==> src/rtl/sync_rx_pkg.sv <==
package sync_rx_pkg;
  localparam int unsigned RX_DATA_W  = 8;
  localparam int unsigned RX_SYNC_N  = 2;

  typedef struct packed {
    logic valid;
    logic bit9;
  } rx_word_meta_t;
endpackage

==> src/rtl/sck_sync.sv <==
module sck_sync #(
  parameter int unsigned STAGES = 2
) (
  input  logic clk,
  input  logic rst,
  input  logic sck_async,
  input  logic sd_async,
  output logic sck_rise,
  output logic sd_synced
);
  logic [STAGES-1:0] sck_chain;
  logic [STAGES-1:0] sd_chain;
  logic              sck_last;

  always_ff @(posedge clk) begin
    if (rst) begin
      sck_chain[0] <= 1'b0;
      sd_chain[0]  <= 1'b0;
    end else begin
      sck_chain[0] <= sck_async;
      sd_chain[0]  <= sd_async;
    end
  end

  genvar g;
  generate
    for (g = 1; g < STAGES; g++) begin : g_stage
      always_ff @(posedge clk) begin
        if (rst) begin
          sck_chain[g] <= 1'b0;
          sd_chain[g]  <= 1'b0;
        end else begin
          sck_chain[g] <= sck_chain[g-1];
          sd_chain[g]  <= sd_chain[g-1];
        end
      end
    end
  endgenerate

  always_ff @(posedge clk) begin
    if (rst) sck_last <= 1'b0;
    else     sck_last <= sck_chain[STAGES-1];
  end

  assign sck_rise  = sck_chain[STAGES-1] & ~sck_last;
  assign sd_synced = sd_chain[STAGES-1];

  // an edge pulse lasts exactly one cycle
  p_rise_one_cycle_r3: assert property (@(posedge clk) disable iff (rst)
    sck_rise |=> !sck_rise);
endmodule

==> src/rtl/rx_shifter.sv <==
module rx_shifter
  import sync_rx_pkg::*;
#(
  parameter int unsigned DATA_W = 8
) (
  input  logic              clk,
  input  logic              rst,
  input  logic              run_en,
  input  logic              nine_bit,
  input  logic              bit_stb,
  input  logic              bit_val,
  output logic [DATA_W-1:0] word_q,
  output rx_word_meta_t     meta_q
);
  localparam int unsigned SH_W  = DATA_W + 1;
  localparam int unsigned CNT_W = $clog2(SH_W + 1);

  logic [SH_W-1:0]  sh_q;
  logic [SH_W-1:0]  sh_nxt;
  logic [CNT_W-1:0] cnt_q;
  logic [CNT_W-1:0] last_idx;

  assign last_idx = nine_bit ? CNT_W'(DATA_W) : CNT_W'(DATA_W - 1);

  always_comb begin
    sh_nxt = sh_q;
    sh_nxt[cnt_q] = bit_val;
  end

  always_ff @(posedge clk) begin
    if (rst) begin
      sh_q   <= '0;
      cnt_q  <= '0;
      word_q <= '0;
      meta_q <= '0;
    end else if (!run_en) begin
      cnt_q        <= '0;
      meta_q.valid <= 1'b0;
    end else if (bit_stb) begin
      sh_q <= sh_nxt;
      if (cnt_q >= last_idx) begin
        cnt_q        <= '0;
        word_q       <= sh_nxt[DATA_W-1:0];
        meta_q.valid <= 1'b1;
        meta_q.bit9  <= nine_bit & sh_nxt[DATA_W];
      end else begin
        cnt_q        <= cnt_q + 1'b1;
        meta_q.valid <= 1'b0;
      end
    end else begin
      meta_q.valid <= 1'b0;
    end
  end

  // a finished word is only produced while reception was enabled
  p_word_needs_enable_r1: assert property (@(posedge clk) disable iff (rst)
    meta_q.valid |-> $past(run_en));
  // the bit index never passes the longest frame
  p_count_bound_r3: assert property (@(posedge clk) disable iff (rst)
    cnt_q <= CNT_W'(DATA_W));
  // with reception off, no word completes
  p_off_no_word_r8: assert property (@(posedge clk) disable iff (rst)
    !run_en |=> !meta_q.valid);
endmodule

==> src/rtl/rx_holding.sv <==
module rx_holding
  import sync_rx_pkg::*;
#(
  parameter int unsigned DATA_W = 8
) (
  input  logic              clk,
  input  logic              rst,
  input  logic [DATA_W-1:0] word_in,
  input  rx_word_meta_t     meta_in,
  input  logic              rd_stb,
  input  logic              err_keep,
  input  logic              irq_en,
  output logic [DATA_W-1:0] data_q,
  output logic              bit9_q,
  output logic              flag_q,
  output logic              ovr_q,
  output logic              irq_q
);
  logic accept;
  logic collide;
  logic flag_nxt;

  assign accept  = meta_in.valid & (~flag_q | rd_stb);
  assign collide = meta_in.valid & flag_q & ~rd_stb;

  always_comb begin
    flag_nxt = flag_q;
    if (accept)      flag_nxt = 1'b1;
    else if (rd_stb) flag_nxt = 1'b0;
  end

  always_ff @(posedge clk) begin
    if (rst) begin
      data_q <= '0;
      bit9_q <= 1'b0;
      flag_q <= 1'b0;
      ovr_q  <= 1'b0;
      irq_q  <= 1'b0;
    end else begin
      if (accept) begin
        data_q <= word_in;
        bit9_q <= meta_in.bit9;
      end
      flag_q <= flag_nxt;
      irq_q  <= flag_nxt & irq_en;
      if (!err_keep)    ovr_q <= 1'b0;
      else if (collide) ovr_q <= 1'b1;
    end
  end

  // interrupt request tracks flag and enable
  p_irq_follows_flag_r4: assert property (@(posedge clk) disable iff (rst)
    irq_q == (flag_q & $past(irq_en)));
  // a read with no new word clears the flag
  p_read_clears_r6: assert property (@(posedge clk) disable iff (rst)
    (rd_stb && !meta_in.valid) |=> !flag_q);
  // while overrun is latched the buffer is frozen
  p_ovr_keeps_buffer_r7: assert property (@(posedge clk) disable iff (rst)
    ovr_q |=> $stable(data_q) && $stable(bit9_q));
  // dropping the continuous enable clears the error
  p_clear_drops_ovr_r8: assert property (@(posedge clk) disable iff (rst)
    !err_keep |=> !ovr_q);
endmodule

==> src/rtl/sync_slave_rx.sv <==
module sync_slave_rx
  import sync_rx_pkg::*;
#(
  parameter int unsigned DATA_W      = RX_DATA_W,
  parameter int unsigned SYNC_STAGES = RX_SYNC_N
) (
  input  logic              clk,
  input  logic              rst,
  input  logic              ext_sck,
  input  logic              ser_in,
  input  logic              port_en,
  input  logic              sync_mode,
  input  logic              master_sel,
  input  logic              cont_rx_en,
  input  logic              single_rx_en,
  input  logic              nine_bit_en,
  input  logic              rx_ie,
  input  logic              buf_rd,
  output logic [DATA_W-1:0] rx_data,
  output logic              rx_ready,
  output logic              rx_irq,
  output logic              stat_bit9,
  output logic              stat_ovr
);
  logic              sck_rise;
  logic              sd_s;
  logic              rx_on;
  logic              run_en;
  logic [DATA_W-1:0] sh_word;
  rx_word_meta_t     sh_meta;
  logic              unused_single;

  // Slave-only receiver: the single-receive request carries no meaning here.
  assign unused_single = single_rx_en;

  assign rx_on  = port_en & sync_mode & ~master_sel & cont_rx_en;
  assign run_en = rx_on & ~stat_ovr;

  sck_sync #(.STAGES(SYNC_STAGES)) sync_i (
    .clk       (clk),
    .rst       (rst),
    .sck_async (ext_sck),
    .sd_async  (ser_in),
    .sck_rise  (sck_rise),
    .sd_synced (sd_s)
  );

  rx_shifter #(.DATA_W(DATA_W)) shift_i (
    .clk      (clk),
    .rst      (rst),
    .run_en   (run_en),
    .nine_bit (nine_bit_en),
    .bit_stb  (sck_rise),
    .bit_val  (sd_s),
    .word_q   (sh_word),
    .meta_q   (sh_meta)
  );

  rx_holding #(.DATA_W(DATA_W)) hold_i (
    .clk      (clk),
    .rst      (rst),
    .word_in  (sh_word),
    .meta_in  (sh_meta),
    .rd_stb   (buf_rd),
    .err_keep (cont_rx_en),
    .irq_en   (rx_ie),
    .data_q   (rx_data),
    .bit9_q   (stat_bit9),
    .flag_q   (rx_ready),
    .ovr_q    (stat_ovr),
    .irq_q    (rx_irq)
  );

  // once overrun is latched no new word is taken
  p_blocked_after_ovr_r7: assert property (@(posedge clk) disable iff (rst)
    (stat_ovr && $past(stat_ovr)) |-> !sh_meta.valid);
endmodule

==> config.mk <==
export PLATFORM = sky130hd
export DESIGN_NAME = sync_slave_rx
export DESIGN_NICKNAME = d
export VERILOG_FILES = /design/src/rtl/sync_rx_pkg.sv /design/src/rtl/sck_sync.sv /design/src/rtl/rx_shifter.sv /design/src/rtl/rx_holding.sv /design/src/rtl/sync_slave_rx.sv
export SDC_FILE = /design/constraint.sdc
export NUM_CORES = 1
export LEC_CHECK = 0
export BUFFER_PORTS_ARGS = -buffer_cell sky130_fd_sc_hd__clkbuf_2
export CELL_PAD_IN_SITES_DETAIL_PLACEMENT = 0
export CELL_PAD_IN_SITES_GLOBAL_PLACEMENT = 1
export CORE_UTILIZATION = 43
export CTS_CLUSTER_DIAMETER = 80
export DETAILED_ROUTE_END_ITERATION = 8
export PLACE_DENSITY = 0.74
export SKIP_LAST_GASP = 1
export SLEW_MARGIN = 5
export SYNTH_ARGS = -nofsm -noshare
export SYNTH_HDL_FRONTEND = slang
export SYNTH_SLANG_ARGS = --single-unit
==> constraint.sdc <==
create_clock -name clk -period 2.77 [get_ports clk]
set_input_delay 0.831 -clock clk [delete_from_list [all_inputs] [get_ports clk]]
set_output_delay 0.831 -clock clk [all_outputs]
set_load 0.02 [all_outputs]
# == Word-level counts from Yosys, hierarchy flattened ==
# Index checks and enable logic that the tools add are counted.
# classes
add_sub_neg,1
magnitude_cmp,3
n_mux,8
bitwise_logic,19
n_reduce_logical,6
# ops
operator,count
$and 1x1->1,10
$bwmux 9,1
$mux 4,2
$not 1->1,8
$lt 4x5->1 const B,1
$add 4x1->4 const B,1
$demux 1 s4,1
$ge 4x1->1 const B,1
$ge 4x4->1,1
$mux 1,4
$reduce_or 2->1,2
$reduce_and 3->1,1
$reduce_or 3->1,1
$reduce_and 2->1,1
$logic_and 1x1->1,1
$or 1x1->1,1
# word_totals
reg_bits,40
in_bits,12
output_inout_bits,12
wordCells,52

# == Logic depth before layout (Yosys ltp) ==
# Gate-level depths: netlist of run 1.
# depth
word_depth,6
depth_mapped,7
ltp_nobuf,6

# == Modules after synthesis ==
# From an unflattened synthesis of run 1, not the netlist that was laid out.
# unflattened
hier_cells,199
hier_area_um2,1949.4
# by_module_without_submodules
mod,instances,cells_each,area_per_inst_um2,seq_area_each_um2
rx_shifter,1,136,1241.2,460.4
rx_holding,1,50,555.5,240.2
sck_sync,1,11,137.6,100.1
sync_slave_rx,1,2,15.0,0.0

# == Worst setup path before layout of run 1 ==
# No wires, ideal clock.
# synth_timing
kind,in2reg
start,input port nine_bit_en
end,register shift_i.meta_q[0] (netlist bit)
setup_time_ns,0.121
t_arrival_ns,2.217
t_required_ns,2.649
path_slack_ns,0.432
stages,7
n_path_buf,1
path_cell_list,inv_1 > ha_1 > nand2b_1 > a2111o_1 > buf_6 > nand3_1 > mux2_2
# synth_via
elab_chain_cells,3
word_cells_on_any_way,4
# synth_lines
element,line_no,text
start: declaration,sync_slave_rx.sv:16,"input logic nine_bit_en,"
$mux 4,rx_shifter.sv:23,assign last_idx = nine_bit ? CNT_W'(DATA_W) : CNT_W'(DATA_W - 1);
$ge 4x4->1,rx_shifter.sv:41,if (cnt_q >= last_idx) begin
$reduce_and 3->1 (no line),-,
end: declaration,rx_shifter.sv:13,output rx_word_meta_t meta_q
# Several ways; a longest one is shown, not always the timed one.
# A chain may end at the register's enable or synchronous reset.

# == Worst setup path after layout of run 1 ==
# layout_timing
start,input port nine_bit_en
end,register shift_i.word_q[6]
# layout_via
elab_chain_cells,3
# layout_lines
element,line_no,text
$mux 4,rx_shifter.sv:23,
$ge 4x4->1,rx_shifter.sv:41,
$reduce_and 3->1 (no line),-,
end signal: assignment,rx_shifter.sv:43,word_q <= sh_nxt[DATA_W-1:0];
end: declaration,rx_shifter.sv:12,"output logic [DATA_W-1:0] word_q,"
# No other way between the ends.

==> results of run 1 <==
## final cells by class
cell class                      instances  share of cell area [%]
Sequential cell                        40                    41.1
Clock buffer                            7                    4.43
Multi-Input combinational cell        119                    43.7
Timing Repair Buffer                   25                    6.80
Tap cell                               48                    3.08
Inverter                                3                   0.577
Clock inverter                          1                   0.385
## worst register-to-register path, stage by stage, from the launching register on
cell and delay, ns:
dfxtp_1 0.41, inv_1 0.11, ha_1 0.27, nand2b_1 0.14, a2111o_1 0.46, buf_4 0.19, a31oi_1 0.16, a311oi_1 0.07
## worst paths after layout
path	start	end	depth (start not counted)
max	nine_bit_en	shift_i.word_q[6]	8
min	sync_i.sd_chain[0]	sync_i.sd_synced	1
max reg2reg	shift_i.cnt_q[0]	shift_i.word_q[6]	7
min reg2reg	sync_i.sd_chain[0]	sync_i.sd_synced	1
## cell families after synthesis
kind of cell | after synthesis | share of synthesized area (%)
AND/OR/NAND/NOR | 59 | 17.5
flip-flops | 40 | 45.3
AO/OA/AOI/OAI | 29 | 12.2
multiplexers | 20 | 11.4
buffers and inverters | 18 | 6.44
adder cells (fa/ha/maj) | 8 | 5.67
XOR/XNOR | 3 | 1.49
## state kept, by name (all words and copies together), names as in the netlist, 2 cells and up
register          flops
hold_i.data_q         8
shift_i.word_q        8
shift_i.meta_q        2
shift_i.cnt_q         4
shift_i.sh_q          9
sync_i.sck_chain      2
## layer usage
metal	vias to the layer above	part of all wire, %	track usage, %
li1	656	-	-
met1	590	48	19.2
met2	26	45	26.5
met3	7	5.5	6.21
met4	0	1.6	6.38
met5	-	0	0
## Yosys cell counts, drive strengths merged
| cell type | n |
|---|---|
| ha | 8 |
| a2111o | 1 |
| nand3 | 1 |
| mux2 | 1 |
| clkbuf | 4 |
| nor2b | 10 |
| nand2b | 3 |
| a31oi | 8 |
| mux2i | 19 |
| inv | 3 |
| a31o | 1 |
| xor2 | 2 |
| a311oi | 8 |
| nor3 | 1 |
| and2 | 2 |
| nand4 | 2 |
| a21oi | 2 |
| and3 | 1 |
| buf | 11 |
| nor2 | 26 |
| xnor2 | 1 |
| a211oi | 8 |
| and4bb | 1 |
| nand2 | 6 |
| nand3b | 4 |
| and3b | 2 |
| o21ai | 1 |
| dfxtp | 40 |
## power breakdown
part	leakage (nW)	switching (mW)	total (mW)	internal (mW)
registers	0.323	0.00264	0.581	0.579
clock network	0.0445	0.197	0.400	0.202
logic	0.490	0.0246	0.0411	0.0165
==> results.md, run 1 <==
- Total of warnings raised by yosys: 0
- CTS root buf: clkbuf_8
- DP HPWL: around 2300 µm
- Post-CTS Hold Buffers: 0
- Die W: 66.1 µm
- Post-route minimum period: around 2.2 ns
- Hold Slack: 0.440 ns
- Slowest cell on crit path: a2111o_1
- Nature of the critical path endpoint: register
- Post-Layout Inst Area: approximately 2000 µm²
- Slew @ Worst Pin: roughly 0.54 ns
- Final period util: ~78%
- Die area: ~4400 µm²
- Peak VDD IR: between 0.2 and 0.3 mV
- Chain of cells forming the critical path: clkbuf_2, inv_1, ha_1, nand2b_1, a2111o_1, buf_4, a31oi_1, a311oi_1
- Total CTS buffers: 5
- Layout cells sized above 1: 18.5%
- Setup TNS: 0 ns
- Syn Area/Cell: 9.98 µm²
- Global-route wire length before repair: 5270 µm
- Post-Route Utilization: 51.4%
- Status: complete, no violations
- Largest net degree at the start of global routing: 34
- Final Skew: ~0.0056 ns
- Finished Layout Cells: approximately 240
- Number of setup violations in the final report: 0
- Commonest cells after routing, fill and taps aside: 40 x dfxtp_1, 26 x nor2_1, 22 x clkbuf_2
- Final WS setup: just over 0.6 ns
- Syn Inst Count: approximately 180
- Final WL: about 3100 µm
- Hold Path Class: reg -> reg
- Port bufs: 22
- Top-area cell type share of the netlist area: 45.3%
- Iteration-0 DRC Markers: 47
- CTS tree: done
- Nets: roughly 210
- Routed length per instance: roughly 13 µm
- CTS Buffer Depth: 2
- CTS H-tree lvls: 2
- Drt pass-1 iters: 4
- P_leak: 0.858 nW
- CP Class: in -> reg
- Max-slew headroom: between 60 and 70%
- Residual DRC: 0
- Synth Net Count: between 150 and 200
- Placed cell areas: between 1500 and 2000 µm²
- Worst Path Buf+Inv: 3
- GP Congestion: 0.728
- CTS sink count: 40
- Synth area leaders: dfxtp_1 45%, mux2i_1 11%, ha_1 5.7%, nor2_1 5.5%, a311oi_1 4.0%
- Crit-path leading delay family: compound AO/OA/AOI/OAI gates
- Clk pin slew, worst setup/hold paths: approximately 0.080 ns
- Seq/Total Area, Yosys: between 40% and 50%
- Initial antenna violation count: 0
- Pwr Density: around 520 nW/µm²
- Detailed-route vias per instance: 5.26
- Post-Syn Area: between 1500 and 2000 µm²
- Diodes inserted: 0
- Slew Viols, Final: 0
- Post-place setup slack: 0.306 ns
- GRT Residual Overflow: 0
- FF+latch count, synth: 40
- Clock latency on the worst-skew pair: ~0.29 ns
- Startpoint types: input pin
- RSZ-0062 raised after global routing: false
- Total power: 1.02 mW
- Antenna Nets Post-Route: 0
- Biggest area consumer among synthesized cells: dfxtp_1
- Vias in the first global route: roughly 1,200
- Final Hold Fails: 0
- GR Util All Layers: between 10% and 20%
- Placeable Area: between 3000 and 4000 µm²
- Critical Path RT: roughly 2.9 ns
- Commonest non-fill, non-tap cell in the layout: dfxtp_1
- Cell Count Post-Placement: between 200 and 250
- Largest fanout on the critical path: 8
- Fmax: 0.464 GHz
- Multi-input logic area: 852 µm²
- Die span in y: about 66 µm
- Worst path arrival time: 2.32 ns
- FF+latch area: 801 µm²
- Rows: 22
- CTS-repair resized insts: 0
- FF-to-FF setup slack: a little over 0.8 ns
- Number of distinct library cells after synthesis: 33
- Fillcell total: around 360
- Post-CTS setup buffers: 0
- Top Ports: 24
- Initial core utilization: 46.5%
- Worst path max stage delay: between 0.4 and 0.5 ns
- Vias: between 1,000 and 1,500
- Synthesis-to-finish area growth: 10.4%
- Max Cap Viol: 0
Power figures use the tool's default switching activity.
==> run 2: changes to the inputs <==
- CORE_UTILIZATION: 43 -> 39
- PLACE_DENSITY: 0.74 -> 0.71
- clock period: 2.77 -> 1.9 ns (I/O delays scaled with it)
==> run 2 against run 1 <==
  * Register-to-register slack got worse by 0.72 ns
  * Cell area rose by 5.2%
  * Count of clock-buffer cells in the layout did not move
  * Worst hold slack barely moved
  * Sequential cell count did not move
  * Clock power rose by 46%
  * Routed wire length rose by 5.9%
==> results.md, run 2 (synthesized netlist as in run 1, its figures left out) <==
- Status: complete, no violations
- Startpoint types: input pin
- Antenna Nets Post-Route: 0 (unchanged)
- DP HPWL: 2430 µm (+6.2%)
- Final period util: around 95%
- Hold Slack: 0.441 ns (+0.000119 ns)
- Die W: 69.3 µm (+4.8%)
- Top Ports: 24 (unchanged)
- Largest Register: shift_i.sh_q
- Total power: 1.50 mW (+47%)
- Diodes inserted: 0 (unchanged)
- Global-route wire length before repair: 5670 µm (+7.6%)
- Number of setup violations in the final report: 0 (unchanged)
- GR Util All Layers: 15.0% (-1.3 points)
- Worst path arrival time: 1.98 ns (-0.34 ns)
- CTS root buf: clkbuf_8
- Synthesis-to-finish area growth: 16.1%
- CTS H-tree lvls: 2 (unchanged)
- CTS-repair resized insts: 0 (unchanged)
- Vias in the first global route: 1,279 (+3.3%)
- Worst Path Buf+Inv: 3 (unchanged)
- Layout cells sized above 1: 24.4% (+5.9 points)
- Initial core utilization: 40.6% (-5.9 points)
- Die area: 4800 µm² (+9.9%)
- Max reg flops: 9 (unchanged)
- Final Skew: 0.00425 ns (-0.00138 ns)
- Crit-path leading delay family: compound AO/OA/AOI/OAI gates
- Max-slew headroom: 76.9% (+13 points)
- Detailed-route vias per instance: 5.15 (-2.1%)
- GP Congestion: 0.746 (+2.5%)
- Largest fanout on the critical path: 8 (unchanged)
- Final WL: 3330 µm (+5.9%)
- Commonest cells after routing, fill and taps aside: 39 x dfxtp_1, 26 x nor2_1, 22 x clkbuf_2
- Slew Viols, Final: 0 (unchanged)
- Post-place setup slack: -0.177 ns (-0.483 ns)
- Vias: 1,304 (+2.0%)
- Largest net degree at the start of global routing: 33 (-2.9%)
- CP Class: in -> reg
- Biggest regs: shift_i.sh_q (9), hold_i.data_q (8), shift_i.word_q (8)
- RSZ-0062 raised after global routing: false
- Commonest non-fill, non-tap cell in the layout: dfxtp_1
- Iteration-0 DRC Markers: 55 (+17%)
- CTS Buffer Depth: 2 (unchanged)
- Post-Route Utilization: 47.1% (-4.2 points)
- CTS tree: done
- Cell Count Post-Placement: 245 (+4.3%)
- Clk pin slew, worst setup/hold paths: 0.08 ns (about the same)
- Nature of the critical path endpoint: register
- Slew @ Worst Pin: 0.347 ns (-0.191 ns)
- Placed cell areas: 1950 µm² (+5.1%)
- Rows: 24 (+9.1%)
- Drt pass-1 iters: 4 (unchanged)
- Post-CTS Hold Buffers: 0 (unchanged)
- P_leak: 0.902 nW (+5.1%)
- Placeable Area: 4350 µm² (+15%)
- Fmax: between 0.5 and 0.6 GHz
- Nets: 220 (+2.8%)
- Hold Path Class: reg -> reg
- Final Hold Fails: 0 (unchanged)
- CTS sink count: 40 (unchanged)
- Post-route minimum period: roughly 1.8 ns
- Max Cap Viol: 0 (unchanged)
- Worst path max stage delay: 0.48 ns (+0.02 ns)
- Chain of cells forming the critical path: clkbuf_2, inv_4, ha_4, nand2b_4, a2111o_1, buf_4, a31oi_1, a311oi_1
- Final WS setup: 0.0861 ns (-0.529 ns)
- Initial antenna violation count: 0 (unchanged)
- Fillcell total: 432 (+20%)
- Slowest cell on crit path: a2111o_1
- Pwr Density: 732 nW/µm² (+40%)
- Post-Layout Inst Area: 2050 µm² (+5.2%)
- Residual DRC: 0 (unchanged)
- Clock latency on the worst-skew pair: 0.29 ns (about the same)
- GRT Residual Overflow: 0 (unchanged)
- Total CTS buffers: 5 (unchanged)
- Peak VDD IR: 0.274 mV (+0.89%)
- Routed length per instance: 13.2 µm (+1.7%)
- Port bufs: 22 (unchanged)
- Finished Layout Cells: 253 (+4.1%)
- Die span in y: 69.3 µm (+4.8%)
- Critical Path RT: 2.07 ns (-0.86 ns)
- Setup TNS: 0 ns (unchanged)
- Post-CTS setup buffers: 0 (unchanged)
[run 2: routing by layer]
metal | GRT usage [%] | vias up | wire, µm | part of all wire [%]
li1 | - | 668 | - | -
met1 | 16.2 | 605 | 1520 | 46
met2 | 25.7 | 25 | 1650 | 50
met3 | 5.23 | 6 | 113 | 3.4
met4 | 7.48 | 0 | 46 | 1.4
met5 | 0 | - | 0 | 0
[run 2: area by class of cell]
cell class | count | area, µm² | share of cell area (%)
multi-input cells | 119 | 887 | 43.2
flip-flops and latches | 40 | 802 | 39.1
repair buffers | 31 | 190 | 9.27
clock buffers | 7 | 86.3 | 4.21
well taps | 52 | 65.1 | 3.17
inverters | 3 | 13.8 | 0.671
clock inverters | 1 | 7.51 | 0.366
[run 2: worst paths after layout]
check | cells after the start | slack (ns) | end | from
hold reg to reg | 1 | 0.44 | sync_i.sd_synced | sync_i.sd_chain[0]
setup / recovery | 8 | 0.09 | shift_i.word_q[5] | nine_bit_en
hold / removal | 1 | 0.44 | sync_i.sd_synced | sync_i.sd_chain[0]
setup reg to reg | 7 | 0.11 | shift_i.word_q[5] | shift_i.cnt_q[0]
[run 2: where the power goes]
part	switching, mW	total (mW)	internal, mW
clock	0.288	0.583	0.295
sequential	0.00405	0.847	0.843
combinational	0.0404	0.0718	0.0314
==> run 3: changes to the inputs <==
- CORE_UTILIZATION: 39 -> 41
- CTS_BUF_LIST: not set -> sky130_fd_sc_hd__clkbuf_8
- PLACE_DENSITY: 0.71 -> 0.74
==> run 3 against run 2 <==
  * First-iteration DRC count is 7.3% lower
  * Die area is 4.7% lower
  * Fmax rose by 2.3%
  * Clock power is 9.6% lower
  * Cell area is 1.6% lower
  * Clock skew grew 0.00065 ns
  * Register-to-register slack improved by 0.02 ns
  * Utilization is 2.6 points higher
  * Global-route usage rose by 2.2 points
  * Critical path type is now reg -> reg
  * Largest power group unchanged
==> results.md, run 3 (synthesized netlist as in run 1, its figures left out) <==
- Multi-input logic area: 881 µm² (-0.71%)
- Final Skew: 0.00490 ns (+0.000651 ns)
- Die W: 67.6 µm (-2.4%)
- Placeable Area: 4060 µm² (-6.8%)
- Diodes inserted: 0 (unchanged)
- Final Hold Fails: 0 (unchanged)
- Startpoint types: register
- DP HPWL: 2540 µm (+4.7%)
- Worst path max stage delay: 0.43 ns (-0.05 ns)
- CP Class: reg -> reg
- Global-route wire length before repair: 5690 µm (+0.25%)
- Detailed-route vias per instance: 5.21 (+1.1%)
- Max Cap Viol: 0 (unchanged)
- Largest net degree at the start of global routing: 33 (unchanged)
- Number of setup violations in the final report: 0 (unchanged)
- CTS Buffer Depth: 2 (unchanged)
- Clk pin slew, worst setup/hold paths: 0.08 ns (about the same)
- Slew Viols, Final: 0 (unchanged)
- Die span in y: 67.6 µm (-2.4%)
- Initial core utilization: 43.5% (+3.0 points)
- Vias in the first global route: 1,265 (-1.1%)
- Critical Path RT: 2.07 ns (about the same)
- Max reg flops: 9 (unchanged)
- Commonest non-fill, non-tap cell in the layout: dfxtp_1
- Commonest cells after routing, fill and taps aside: 40 x dfxtp_1, 26 x nor2_1, 22 x clkbuf_2
- Chain of cells forming the critical path: inv_1, ha_4, nand2b_4, a2111o_1, buf_4, a31oi_1, a311oi_1
- Final WS setup: 0.126 ns (+0.0404 ns)
- RSZ-0062 raised after global routing: false
- Cell Count Post-Placement: 242 (-1.2%)
- Peak VDD IR: 0.250 mV (-8.6%)
- Drt pass-1 iters: 5 (+1)
- Pwr Density: 716 nW/µm² (-2.2%)
- Slew @ Worst Pin: 0.323 ns (-0.0233 ns)
- Post-route minimum period: 1.77 ns (-0.0404 ns)
- CTS tree: done
- Placed cell areas: 1940 µm² (-0.51%)
- Initial antenna violation count: 0 (unchanged)
- CTS H-tree lvls: 2 (unchanged)
- Vias: 1,297 (-0.54%)
- Met1 Wirelength: 1550 µm (+1.9%)
- Fmax: 0.564 GHz (+2.3%)
- Worst path arrival time: 1.95 ns (-0.03 ns)
- Rows: 23 (-4.2%)
- Hold Slack: 0.442 ns (+0.00165 ns)
- Routed length per instance: 13.6 µm (+3.4%)
- Post-Layout Inst Area: 2020 µm² (-1.6%)
- Post-place setup slack: -0.157 ns (+0.0198 ns)
- Worst Path Buf+Inv: 2 (-1)
- Largest fanout on the critical path: 8 (unchanged)
- Layout cells sized above 1: 22.1% (-2.3 points)
- Iteration-0 DRC Markers: 51 (-7.3%)
- Crit-path leading delay family: compound AO/OA/AOI/OAI gates
- Max-slew headroom: 78.4% (+1.6 points)
- Final period util: 93.3% (-2.1 points)
- Total power: 1.45 mW (-3.8%)
- Total CTS buffers: 5 (unchanged)
- Slowest cell on crit path: a2111o_1
- GRT Residual Overflow: 0 (unchanged)
- Antenna Nets Post-Route: 0 (unchanged)
- Met3 wire length: 112 µm (-0.88%)
- Top routing layer used: met4
- Nature of the critical path endpoint: register
- Synthesis-to-finish area growth: 14.2%
- Die area: 4580 µm² (-4.7%)
- Top Ports: 24 (unchanged)
- CTS root buf: clkbuf_8
- Hold Path Class: reg -> reg
- CTS sink count: 40 (unchanged)
- Largest Register: shift_i.sh_q
- Clock latency on the worst-skew pair: 0.29 ns (about the same)
- Fillcell total: 374 (-13%)
- P_leak: 0.896 nW (-0.68%)
- CTS-repair resized insts: 0 (unchanged)
- Finished Layout Cells: 249 (-1.6%)
- Met2 routed WL: 1660 µm (+0.30%)
- Post-CTS setup buffers: 0 (unchanged)
- Status: complete, no violations
- Final WL: 3390 µm (+1.8%)
- Biggest regs: shift_i.sh_q (9), hold_i.data_q (8), shift_i.word_q (8)
- Residual DRC: 0 (unchanged)
- GP Congestion: 0.801 (+7.4%)
- Post-CTS Hold Buffers: 0 (unchanged)
- GR Util All Layers: 17.2% (+2.2 points)
- FF+latch area: 801 µm² (-0.16%)
- Nets: 219 (-0.45%)
- Port bufs: 22 (unchanged)
run 3: cell type report:
class / count / share of cell area (%)
repair buffers: 30 / 9.05
multi-input cells: 119 / 43.6
clock buffers: 5 / 3.41
well taps: 50 / 3.10
inverters: 3 / 0.682
clock inverters: 2 / 0.434
flip-flops and latches: 40 / 39.7
run 3: worst paths after layout:
path | end | slack [ns] | from | depth (start not counted)
min | sync_i.sd_synced | 0.44 | sync_i.sd_chain[0] | 1
max reg2reg | shift_i.word_q[2] | 0.13 | shift_i.cnt_q[0] | 7
max | shift_i.word_q[2] | 0.13 | shift_i.cnt_q[0] | 7
min reg2reg | sync_i.sd_synced | 0.44 | sync_i.sd_chain[0] | 1
run 3: per-layer routing:
layer / vias to the layer above / global-route usage (%)
li1: 669 / -
met1: 601 / 19.4
met2: 19 / 28.7
met3: 8 / 4.22
met4: 0 / 10.6
met5: - / 0
run 3: power breakdown:
part / total, mW / switching, mW / internal, mW
combinational: 0.0708 / 0.0397 / 0.0311
clock: 0.527 / 0.283 / 0.244
sequential: 0.848 / 0.00383 / 0.844
total: 1.45 / 0.327 / 1.12
run 3: worst reg2reg max path, cell delays in order, from the launching register on:
cell      delay [ns]
dfxtp_1         0.34
inv_1           0.10
ha_4            0.24
nand2b_4        0.13
a2111o_1        0.43
buf_4           0.20
a31oi_1         0.15
a311oi_1        0.07
run 3: per-stage QoR:
step	setup TNS [ns]	util (%)
final	0	49.7
after global routing	0	49.7
after CTS	0	49.7
after detailed placement	-1.64	47.8
after global placement	-1.22	47.8
after floorplan	0	-
